--- config.mk ---
export PLATFORM = sky130hd
export DESIGN_NAME = twx_phase_driver
export DESIGN_NICKNAME = d
export VERILOG_FILES = /design/src/rtl/twx_pkg.sv /design/src/rtl/twx_pulse_shaper.sv /design/src/rtl/twx_half_delay.sv /design/src/rtl/twx_line_hold.sv /design/src/rtl/twx_phase_driver.sv
export SDC_FILE = /design/constraint.sdc
export NUM_CORES = 1
export LEC_CHECK = 0
export BUFFER_PORTS_ARGS = -buffer_cell sky130_fd_sc_hd__buf_2
export CORE_ASPECT_RATIO = 1.2
export CORE_MARGIN = 1.5
export CORE_UTILIZATION = 35
export DETAILED_ROUTE_END_ITERATION = 12
export PLACE_DENSITY = 0.6
export SYNTH_ARGS = -nofsm -noshare
export SYNTH_HDL_FRONTEND = slang
export SYNTH_SLANG_ARGS = --single-unit
--- constraint.sdc ---
create_clock -name clk -period 2.3 [get_ports clk]
set_input_delay 0.23 -clock clk [delete_from_list [all_inputs] [get_ports clk]]
set_output_delay 0.23 -clock clk [all_outputs]
set_load 0.01 [all_outputs]
--- src/rtl/twx_pkg.sv ---
package twx_pkg;
   typedef struct packed {
      logic hi;
      logic lo;
   } drive_t;
endpackage

--- src/rtl/twx_pulse_shaper.sv ---
module twx_pulse_shaper
   import twx_pkg::*;
#(
   parameter int PRE = 2
) (
   input  logic   clk,
   input  logic   rst_n,
   input  logic   act,
   output drive_t drv
);
   localparam int AW = $clog2(PRE + 1);

   logic [AW-1:0] age_q;
   logic [AW-1:0] age_nxt;

   always_comb begin
      if (!(drv.hi || drv.lo))
         age_nxt = '0;
      else if (age_q != AW'(PRE))
         age_nxt = age_q + 1'b1;
      else
         age_nxt = age_q;
   end

   always_ff @(posedge clk) begin
      if (!rst_n || !act) begin
         age_q  <= '0;
         drv.hi <= 1'b0;
         drv.lo <= 1'b0;
      end else begin
         age_q  <= age_nxt;
         drv.hi <= (age_nxt < AW'(PRE));
         drv.lo <= (age_nxt >= AW'(PRE));
      end
   end


   emph_first_chk: assert property (@(posedge clk) disable iff (!rst_n)
      $rose(drv.hi || drv.lo) |-> drv.hi);

   emph_order_chk: assert property (@(posedge clk) disable iff (!rst_n)
      drv.lo |=> !drv.hi);
endmodule

--- src/rtl/twx_half_delay.sv ---
module twx_half_delay
   import twx_pkg::*;
#(
   parameter int DEPTH = 4
) (
   input  logic   clk,
   input  logic   rst_n,
   input  drive_t din,
   output drive_t dout
);
   localparam int SW = 2 * DEPTH;

   logic [SW-1:0] sr_q;

   generate
      if (DEPTH == 1) begin : g_single
         always_ff @(posedge clk) begin
            if (!rst_n) sr_q <= '0;
            else        sr_q <= din;
         end
      end else begin : g_chain
         always_ff @(posedge clk) begin
            if (!rst_n) sr_q <= '0;
            else        sr_q <= {sr_q[SW-3:0], din};
         end
      end
   endgenerate

   assign dout = sr_q[SW-1 -: 2];
endmodule

--- src/rtl/twx_line_hold.sv ---
module twx_line_hold #(
   parameter int HALF   = 4,
   parameter int PRE    = 2,
   parameter int HOLD_W = 5
) (
   input  logic              clk,
   input  logic              rst_n,
   input  logic              tx_active,
   input  logic              hold_sel,
   input  logic [HOLD_W-1:0] hold_len,
   output logic              hold_on,
   output logic              hold_b,
   output logic              hold_pre
);
   localparam int SH    = $clog2(HALF);
   localparam int REM_W = HOLD_W + SH;
   localparam int AW    = $clog2(PRE + 1);

   logic             tx_q;
   logic [REM_W-1:0] rem_q;
   logic [AW-1:0]    age_q;
   logic             start;

   assign start = tx_q && !tx_active && (hold_len != '0);

   always_ff @(posedge clk) begin
      if (!rst_n) begin
         tx_q   <= 1'b0;
         rem_q  <= '0;
         age_q  <= '0;
         hold_b <= 1'b0;
      end else begin
         tx_q <= tx_active;
         if (tx_active) begin
            rem_q <= '0;
         end else if (start) begin
            rem_q  <= {hold_len, {SH{1'b0}}};
            age_q  <= '0;
            hold_b <= hold_sel;
         end else if (rem_q != '0) begin
            rem_q <= rem_q - 1'b1;
            if (age_q != AW'(PRE)) age_q <= age_q + 1'b1;
         end
      end
   end

   assign hold_on  = (rem_q != '0);
   assign hold_pre = hold_on && (age_q < AW'(PRE));


   hold_cancel_chk: assert property (@(posedge clk) disable iff (!rst_n)
      tx_active |=> !hold_on);

   no_len_chk: assert property (@(posedge clk) disable iff (!rst_n)
      (!hold_on && hold_len == '0) |=> !hold_on);
endmodule

--- src/rtl/twx_phase_driver.sv ---
module twx_phase_driver
   import twx_pkg::*;
#(
   parameter int TICKS_PER_BIT = 8,
   parameter int HOLD_W        = 5
) (
   input  logic              clk,
   input  logic              rst_n,
   input  logic              bp_data,
   input  logic              tx_active,
   input  logic              supply_ok,
   input  logic              hold_sel,
   input  logic [HOLD_W-1:0] hold_len,
   output logic              a_hi_en,
   output logic              a_lo_en,
   output logic              b_hi_en,
   output logic              b_lo_en
);
   localparam int HALF = TICKS_PER_BIT / 2;
   localparam int PRE  = HALF / 2;

   initial begin
      assert (TICKS_PER_BIT >= 4 && (TICKS_PER_BIT % 4) == 0)
         else $error("TICKS_PER_BIT must be a multiple of 4");
      assert ((HALF & (HALF - 1)) == 0)
         else $error("half-bit tick count must be a power of two");
      assert (HOLD_W >= 1 && HOLD_W <= 16)
         else $error("HOLD_W out of range");
   end

   drive_t a_drv;
   drive_t b_drv;
   logic   hold_on, hold_b, hold_pre;
   logic   a_hi_raw, a_lo_raw, b_hi_raw, b_lo_raw;

   twx_pulse_shaper #(.PRE(PRE)) u_shape_a (
      .clk   (clk),
      .rst_n (rst_n),
      .act   (tx_active & bp_data),
      .drv   (a_drv)
   );

   twx_half_delay #(.DEPTH(HALF)) u_delay_b (
      .clk   (clk),
      .rst_n (rst_n),
      .din   (a_drv),
      .dout  (b_drv)
   );

   twx_line_hold #(.HALF(HALF), .PRE(PRE), .HOLD_W(HOLD_W)) u_hold (
      .clk       (clk),
      .rst_n     (rst_n),
      .tx_active (tx_active),
      .hold_sel  (hold_sel),
      .hold_len  (hold_len),
      .hold_on   (hold_on),
      .hold_b    (hold_b),
      .hold_pre  (hold_pre)
   );

   always_comb begin
      a_hi_raw = a_drv.hi | (hold_on & ~hold_b & hold_pre);
      a_lo_raw = ~a_hi_raw & (a_drv.lo | (hold_on & ~hold_b & ~hold_pre));
      b_hi_raw = b_drv.hi;
      b_lo_raw = ~b_drv.hi & (b_drv.lo | (hold_on & hold_b));
   end

   assign a_hi_en = a_hi_raw & supply_ok;
   assign a_lo_en = a_lo_raw & supply_ok;
   assign b_hi_en = b_hi_raw & supply_ok;
   assign b_lo_en = b_lo_raw & supply_ok;


   reset_off_chk: assert property (@(posedge clk)
      !rst_n |=> !(a_hi_en || a_lo_en || b_hi_en || b_lo_en));

   supply_gate_chk: assert property (@(posedge clk)
      !supply_ok |-> !(a_hi_en || a_lo_en || b_hi_en || b_lo_en));

   a_excl_chk: assert property (@(posedge clk) !(a_hi_en && a_lo_en));

   b_excl_chk: assert property (@(posedge clk) !(b_hi_en && b_lo_en));

   idle_a_off_chk: assert property (@(posedge clk) disable iff (!rst_n)
      !tx_active |=> !(a_drv.hi || a_drv.lo));

   hold_b_drive_chk: assert property (@(posedge clk) disable iff (!rst_n)
      (hold_on && hold_b && supply_ok) |-> (b_hi_en || b_lo_en));
endmodule

After elaboration in Yosys (flattened, before gate mapping)
Cells that the tools add are included.
Storage, ports and cells
  flip-flop bits (word level): 23
  bits of input ports: 11
  output and inout port bits: 4
  logic and storage cells: 60
Operators by class
  $add $sub $neg: 3
  $lt $le $gt $ge: 3
  equality and inequality tests: 2
  mux-type cells: 7
  bitwise gates (word level): 20
  reductions and logical operators: 16
Operators with widths (number)
  two-way mux 7 bit: 2
  AND 1 bit: 11
  two-way mux 2 bit: 5
  nonzero test 7 bit: 1
  subtractor 7 x 1 -> 7 bit (second input constant): 1
  NOT 1 bit: 6
  nonzero test 5 bit: 1
  adder 2 x 1 -> 2 bit (second input constant): 2
  less-than comparator 2 bit (second input constant): 2
  != test 2 bit (second input constant): 2
  nonzero test 2 bit: 2
  logical AND 1 bit: 3
  logical NOT 1 bit: 3
  OR 1 bit: 3
  AND reduction 3 bit: 1
  OR reduction 3 bit: 1
  greater-or-equal comparator 2 bit (second input constant): 1
  logical OR 1 bit: 2
  AND reduction 2 bit: 1
  OR reduction 2 bit: 1

Longest topological paths before layout
Gate-level depths: netlist of the first run.
  depth in word-level cells: 7
  gate-level depth with buffers: 7
  depth with buffers taken out: 6

Cells and area by module
Synthesis of the first run repeated with hierarchy kept, for this count alone.
Second synthesis, totals
  cells, all modules: 105
  area, all modules: 972.2 um2
By module, submodules not included
  twx_line_hold: times used 1, cells an instance 63, area each 549.3 um2, sequential area each 220.2 um2
  twx_half_delay: times used 1, cells an instance 18, area each 225.2 um2, sequential area each 160.2 um2
  twx_pulse_shaper: times used 1, cells an instance 14, area each 121.4 um2, sequential area each 60.1 um2
  twx_phase_driver: times used 1, cells an instance 10, area each 76.3 um2, sequential area each 0.0 um2

Worst setup path after synthesis of the first run
No wires, ideal clock.
  path type: register to output
  start: register u_hold.rem_q[0]
  end: output a_lo_en
  arrival: 1.719 ns
  data required time: 2.070 ns
  setup slack: 0.351 ns
  stages on the path, launching flop included: 7
  path buffers: 0
  cell sequence: dfxtp_1 inv_1 ha_1 or3b_4 nor4_1 o21ai_0 a21oi_1
Between the ends
  cells in the longest elaborated chain, start to end: 7
  elaborated cells between the ends (all ways): 11
  those cells by class: 9 x bitwise; 2 x reduce/logical
Ends and longest elaborated chain
  start: declaration: line twx_line_hold.sv:20  | logic [REM_W-1:0] rem_q;
  start signal: assignment: line twx_line_hold.sv:37  | rem_q <= {hold_len, {SH{1'b0}}};
  start signal: assignment: line twx_line_hold.sv:41  | rem_q <= rem_q - 1'b1;
  nonzero test 7 bit *: line twx_line_hold.sv:47  | assign hold_on = (rem_q != '0);
  AND 1 bit / logical AND 1 bit (equally long branches): line twx_phase_driver.sv:62, twx_phase_driver.sv:63, twx_line_hold.sv:48
  AND 1 bit / NOT 1 bit (equally long branches): line twx_phase_driver.sv:62, twx_phase_driver.sv:63
  OR 1 bit / AND 1 bit (equally long branches): line twx_phase_driver.sv:62, twx_phase_driver.sv:63
  NOT 1 bit / OR 1 bit (equally long branches): line twx_phase_driver.sv:63  | a_lo_raw = ~a_hi_raw & (a_drv.lo | (hold_on & ~hold_b & ~hold_pre));
  AND 1 bit *: line twx_phase_driver.sv:63
  AND 1 bit *: line twx_phase_driver.sv:69  | assign a_lo_en = a_lo_raw & supply_ok;
  end: declaration: line twx_phase_driver.sv:15  | output logic a_lo_en,
Mark *: on every way between the ends. The rest lies on a longest branch, timed or not.

Final worst setup path of the first run
  start: register u_hold.rem_q[0]
  end: output b_lo_en
Between the ends
  cells in the longest elaborated chain, start to end: 5
Ends and longest elaborated chain
  nonzero test 7 bit: line twx_line_hold.sv:47
  AND 1 bit: line twx_phase_driver.sv:65  | b_lo_raw = ~b_drv.hi & (b_drv.lo | (hold_on & hold_b));
  OR 1 bit: line twx_phase_driver.sv:65
  AND 1 bit: line twx_phase_driver.sv:65
  AND 1 bit: line twx_phase_driver.sv:71  | assign b_lo_en = b_lo_raw & supply_ok;
  end: declaration: line twx_phase_driver.sv:17  | output logic b_lo_en
Every way passes these cells.

==> results.md, run 1 <==
* R2r startpoint: u_hold.rem_q[0]$_SDFFE_PP0P_
* Worst Setup Start Kind: flip-flop
* CTS Buf Count at 3
* Top-area cell type share of the netlist area at 48.29%
* Total gr overflow at 0
* Layout cells sized above 1 at 30.16%
* Drt via density at 4.830
* Skew final at 0.001585 ns
* Nets at 141
* Worst Path Max Fanout at 3
* Setup slack at placement at 0.2095 ns
* Root Driver: clkbuf_4
* Util after Layout at 46.62%
* CP max stage cell: or4_4
* Setup Viol. Count Final at 0
* Hold/Removal Path Class: in -> reg
* Final Hold Fails at 0
* Total wire length at 1772 um
* CP cell instances: inv_2 > ha_4 > or3b_4 > or4_4 > a21oi_4 > nor3b_2 > buf_2
* Reg-to-reg endpoint: u_hold.rem_q[1]$_SDFFE_PP0P_
* Worst setup margin at 0.04571 ns
* Flops & latches, synth at 23
* Die X at 50.65 um
* Final Cycle Share at between 90% and 100%
* Fillers at about 260
* CTS tree: built
* WHS at 0.1460 ns
* Synth area leader: dfxtp_1
* Largest net degree at the start of global routing at 13
* Synth cell count leaders: dfxtp_1, and2_1, nand2_1, a21oi_1, nor2_1
* Mapped Area at 953.4 sq um
* Most area-consuming cells after synthesis: dfxtp_1, and2_1, ha_1, a21oi_1, nand2_1
* WL/cell at 11.14 um
* Syn Area/Cell at 9.347 sq um
* Crit path DAT at 2.02 ns
* Setup CP Type: reg -> out
* Clock Latency Late Sink at 0.31 ns
* Slowest stage delay, CP at 0.47 ns
* Hold Startpoint: hold_len[3]
* Hold path endpoint: u_hold.rem_q[5]$_SDFFE_PP0P_
* Rel. slew slack at 69.97%
* Synthesized instance count at roughly 100
* Reg2reg path depth at 6
* Die Y at around 60 um
* Fmax at 443.6 MHz
* Worst Path Required at 2.07 ns
* Pre-Repair DR Iteration Count at 4
* Die area at 3048 sq um
* Final Max Tran Viols at 0
* Most frequent cell after synthesis: dfxtp_1
* First-pass GRT wire length at 3084 um
* Gr usage total at 13.93%
* Initial Util at between 30% and 40%
* VDD IR max at 0.5871 mV
* ANT cells at 0
* Port Buffers at 14
* Vias in the first global route at 721
* P&R area growth vs syn at 24.80%
* TritonCTS sink count at 23
* Post-Syn Nets at approximately 120
* Leak at between 0.4 and 0.5 nW
* Htree depth at 1
* Crit end category: output port
* Status: completed
* Ports at 15
* Placer Congestion at 0.7860
* Yosys Warn Count at 0
* HPWL Detailed at 1261 um
* Pwr dens at 1343 nW/um^2
* CTS hold repair buffers at 0
* Cell total after placement at 147
* Number of non-filler instances in the completed layout at about 160
* Asr flop ratio synth at 0%
* Floorplan row count at 20
* Min Tclk post-route at roughly 2.3 ns
* Setup TNS Final at 0 ns
* Initial antenna violation count at 0
* Post-synth EDFFs at 0
* CTS clk-pin slew, worst paths at around 0.12 ns
* RSZ-0062 raised after global routing: true
* Synth unique cells at 34
* Via count at 768
* Main synth FF type: dfxtp_1
* Hold path depth at 3
* DR DRC count at 0
* Core footprint at about 2600 sq um
* FF-to-FF setup slack at 0.29 ns
* Actual slew at the worst max-slew pin at 0.4475 ns
* Initial DRC Count at 20
* Sequential fraction of the synthesis area at 48.29%
* Routed Antenna Nets at 0
* Max-Cap Viols at 0
* Max Root-Sink Buffers at 2
==> cells by family (layout without fill, tap and decap cells) <==
| logic type | Yosys count | after routing | share of synthesized area (%) |
|---|---|---|---|
| and+or+nand+nor | 42 | 42 | 24.67 |
| buffers and inverters | 9 | 33 | 4.330 |
| AOI/OAI and AO/OA | 20 | 20 | 14.17 |
| DFF | 23 | 23 | 48.29 |
| xor gates and xnor gates | 5 | 5 | 4.594 |
| adders and majority gates | 3 | 3 | 3.937 |
==> through the flow <==
stage          total power, mW  instance area (sq um)
2_1_floorplan            1.037                  953.4
6_report                 1.597                   1190
4_1_cts                  1.491                   1144
3_3_place_gp             1.126                   1054
3_5_place_dp             1.138                   1054
5_1_grt                  1.724                   1190
==> layout by cell type (no fill, tap or decap), types with 2 or more instances in the layout <==
master    synthesis  final
inv_1             6      4
and2_1           10     10
clkbuf_4          0      3
buf_4             0      8
nand2_1           8      8
o21a_1            2      2
dfxtp_2           0      2
a21oi_1           7      6
inv_2             0      2
nand2b_1          2      2
nor2_1            7      7
ha_1              3      2
nor3_1            2      2
buf_2             0     14
nand3_1           4      4
xnor2_1           2      2
o21ai_1           1      2
o21ai_0           3      2
dfxtp_1          23     21
xor2_1            3      3
==> worst max-delay path, delay by kind of cell, from the launching register on <==
family	cells	cell delay (ns)
simple gates	3	0.91
fa+ha+maj	1	0.12
buf+inv	2	0.20
flops	1	0.34
compound gates	1	0.14
==> timing repair <==
action / in CTS / in global routing
gates resized for setup: 7 / 6
endpoints found under the setup margin: 2 / 3
buffers inserted: 6 / 2
pin swaps: 5 / 2
==> cell type report <==
cell class | instances | area, sq um | share of cell area [%]
tap | 33 | 41.29 | 3.470
timing repair buffer | 23 | 141.4 | 11.88
multi-input combinational | 70 | 495.5 | 41.64
sequential | 23 | 462.9 | 38.91
clock buffer | 4 | 26.28 | 2.208
inverter | 6 | 22.52 | 1.893
==> where the power goes <==
part	switching (mW)	internal, mW	total [mW]
logic	0.410	0.486	0.896
registers	0.0570	0.462	0.519
clock network	0.115	0.0678	0.183
total	0.582	1.02	1.60
==> per-layer routing <==
metal	vias up	track usage, %	wire, um
met5	-	0	0
met4	0	11.97	63
met3	7	2.500	49
met2	12	21.05	856
met1	350	17.08	803
li1	399	-	-
==> flip-flops by register name (all words and copies together), names as in the netlist <==
signal,cells
u_delay_b.sr_q,8
u_hold.rem_q,7
u_hold.tx_q,1
u_hold.age_q,2
u_shape_a.drv,2
u_shape_a.age_q,2
u_hold.hold_b,1
==> worst max path at each step <==
stage | from | to | slack (ns) | depth (start not counted)
after floorplan | u_hold.rem_q[0]$_SDFFE_PP0P_ | a_lo_en | 0.35 | 6
after global placement | u_hold.rem_q[0]$_SDFFE_PP0P_ | b_lo_en | 0.26 | 7
after detailed placement | u_hold.rem_q[0]$_SDFFE_PP0P_ | b_lo_en | 0.21 | 7
after CTS | u_hold.rem_q[0]$_SDFFE_PP0P_ | b_lo_en | -0.06 | 7
after global routing | u_hold.rem_q[1]$_SDFFE_PP0P_ | a_lo_en | -0.05 | 9
final | u_hold.rem_q[0]$_SDFFE_PP0P_ | b_lo_en | 0.05 | 7
Note: power is estimated with default switching activity, not from simulation.
==> inputs of run 2 (changes only) <==
==> constraint.sdc (replaced) <==
create_clock -name clk -period 2.6 [get_ports clk]
set_input_delay 0.26 -clock clk [delete_from_list [all_inputs] [get_ports clk]]
set_output_delay 0.26 -clock clk [all_outputs]
set_load 0.01 [all_outputs]
==> run 2 against run 1 <==
- critical path depth is the same
- die area is the same
- final cell count fell by 1.3%
- flip-flop and latch count stayed put
- largest cell class is now flip-flops and latches
- largest power group unchanged
- highest routed layer unchanged
==> results.md, run 2 (synthesis gave the netlist of run 1 again) <==
* VDD IR max at 0.4407 mV
* Routed Antenna Nets at 0
* Initial Util at between 30% and 40%
* Reg with most FFs: u_delay_b.sr_q
* Critical path destination: b_lo_en
* Htree depth at 1
* R2r startpoint: u_hold.rem_q[0]$_SDFFE_PP0P_
* Core footprint at roughly 2600 sq um
* Worst Path Max Fanout at 8
* Commonest non-fill, non-tap cell in the layout: dfxtp_1
* FF-to-FF setup slack at 0.42 ns
* Tot Pwr at 1.337 mW
* Reg2reg path depth at 6
* TritonCTS sink count at 23
* Clock Latency Late Sink at 0.31 ns
* Leak at approximately 0.46 nW
* CTS Buf Count at 3
* Util after Layout at 44.31%
* CTS hold repair buffers at 0
* Initial DRC Count at 7
* Setup CP Type: reg -> out
* Min Tclk post-route at roughly 2.5 ns
* Nets at 139
* Worst Path Required at 2.34 ns
* First-pass GRT wire length at 2904 um
* Fillers at 268
* Floorplan row count at 20
* Fmax at approximately 400 MHz
* Pre-Repair DR Iteration Count at 4
* Setup TNS Final at 0 ns
* DR DRC count at 0
* CTS clk-pin slew, worst paths at around 0.12 ns
* Port Buffers at 14
* Met2 usage at about a fifth
* Max reg flops at 8
* Die X at 50.65 um
* GRT busiest layer: met2
* GRT met3 Usage at 2.500%
* Setup Viol. Count Final at 0
* Ports at 15
* Placer Congestion at 0.7860
* Actual slew at the worst max-slew pin at around 0.44 ns
* Final Hold Fails at 0
* Gr usage total at 13.09%
* Worst setup margin at around 0.096 ns
* Final Max Tran Viols at 0
* Skew final at ~0.0011 ns
* Crit end category: output port
* HPWL Detailed at 1261 um
* Final Cycle Share at 96.32%
* Die Y at 60.18 um
* Crit path launch: u_hold.rem_q[0]$_SDFFE_PP0P_
* Layout cells sized above 1 at 24.19%
* Die area at between 3000 and 4000 sq um
* CP max stage cell: or4_4
* Setup slack at placement at 0.4795 ns
* Top Registers: u_delay_b.sr_q: 8 flops, u_hold.rem_q: 7 flops
* Slowest stage delay, CP at 0.61 ns
* P&R area growth vs syn at 18.63%
* WL/cell at 11.08 um
* Via count at roughly 740
* Drt via density at 4.732
* Total gr overflow at 0
* GR Util met1 at ~15%
* Max-Cap Viols at 0
* Root Driver: clkbuf_4
* Reg-to-reg endpoint: u_hold.rem_q[1]$_SDFFE_PP0P_
* Largest net degree at the start of global routing at 13
* Vias in the first global route at 694
* Hold/Removal Path Class: in -> reg
* Worst Setup Start Kind: flip-flop
* Initial antenna violation count at 0
* ANT cells at 0
* Rel. slew slack at 70.57%
* Total wire length at 1740 um
* Max Root-Sink Buffers at 2
* Crit path DAT at roughly 2.2 ns
* Status: completed
* WHS at 0.1742 ns
* CP cell instances: inv_1 > ha_2 > or3b_4 > or4_4 > a21oi_2 > nor3b_1 > buf_2
* Pwr dens at 1182 nW/um^2
* CTS tree: built
* Most frequent cells in the layout: dfxtp_1, buf_2, and2_1
run 2: cell count changes in the layout (fill, tap and decap cells not counted), moves of 2 or more:
cell     before  now
inv_1         4    6
inv_2         2    0
dfxtp_2       2    0
dfxtp_1      21   23
run 2: what timing repair did:
| item | in CTS | in global routing |
|---|---|---|
| endpoints found under the setup margin | 0 | 1 |
| buffers inserted | 0 | 6 |
| gates resized for setup | 0 | 2 |
run 2: worst min path at each step:
stage / from / end / slack [ns] / cells after the start
after floorplan: hold_len[3] / u_hold.rem_q[5]$_SDFFE_PP0P_ / 0.39 / 2
after global placement: u_delay_b.sr_q[3]$_SDFF_PN0_ / u_delay_b.sr_q[5]$_SDFF_PN0_ / 0.42 / 1
after detailed placement: u_delay_b.sr_q[1]$_SDFF_PN0_ / u_delay_b.sr_q[3]$_SDFF_PN0_ / 0.42 / 1
after CTS: bp_data / u_shape_a.drv[1]$_SDFF_PP0_ / 0.16 / 2
after global routing: bp_data / u_shape_a.drv[1]$_SDFF_PP0_ / 0.16 / 2
final: hold_len[3] / u_hold.rem_q[5]$_SDFFE_PP0P_ / 0.17 / 3
run 2: through the flow:
stage | instance area, sq um | std cells
6_report | 1131 | 157
5_1_grt | 1131 | 157
4_1_cts | 1080 | 151
3_5_place_dp | 1054 | 147
3_3_place_gp | 1054 | 147
2_1_floorplan | 953.4 | 102
run 2: final cells by class:
type / count / area (sq um) / area share [%]
clock buffers: 4 / 26.28 / 2.323
inverters: 6 / 22.52 / 1.991
multi-input cells: 70 / 457.9 / 40.49
flip-flops and latches: 23 / 460.4 / 40.71
well taps: 33 / 41.29 / 3.650
repair buffers: 21 / 122.6 / 10.84
run 2: power breakdown:
| part | total (mW) | internal [mW] | leakage [nW] | switching, mW |
|---|---|---|---|---|
| combinational | 0.724 | 0.391 | 0.262 | 0.333 |
| clock | 0.164 | 0.0600 | 0.0150 | 0.104 |
| sequential | 0.449 | 0.406 | 0.187 | 0.0435 |
run 2: layer usage:
| layer | vias up | wire [um] |
|---|---|---|
| li1 | 398 | - |
| met1 | 332 | 800 |
| met2 | 8 | 857 |
| met3 | 5 | 34 |
| met4 | 0 | 48 |
| met5 | - | 0 |
run 2: worst max-delay path, delay by kind of cell (launching register included):
kind	cells	cell delay (ns)
simple gates	3	1.05
flops	1	0.33
buf+inv	2	0.21
fa+ha+maj	1	0.19
compound gates	1	0.15
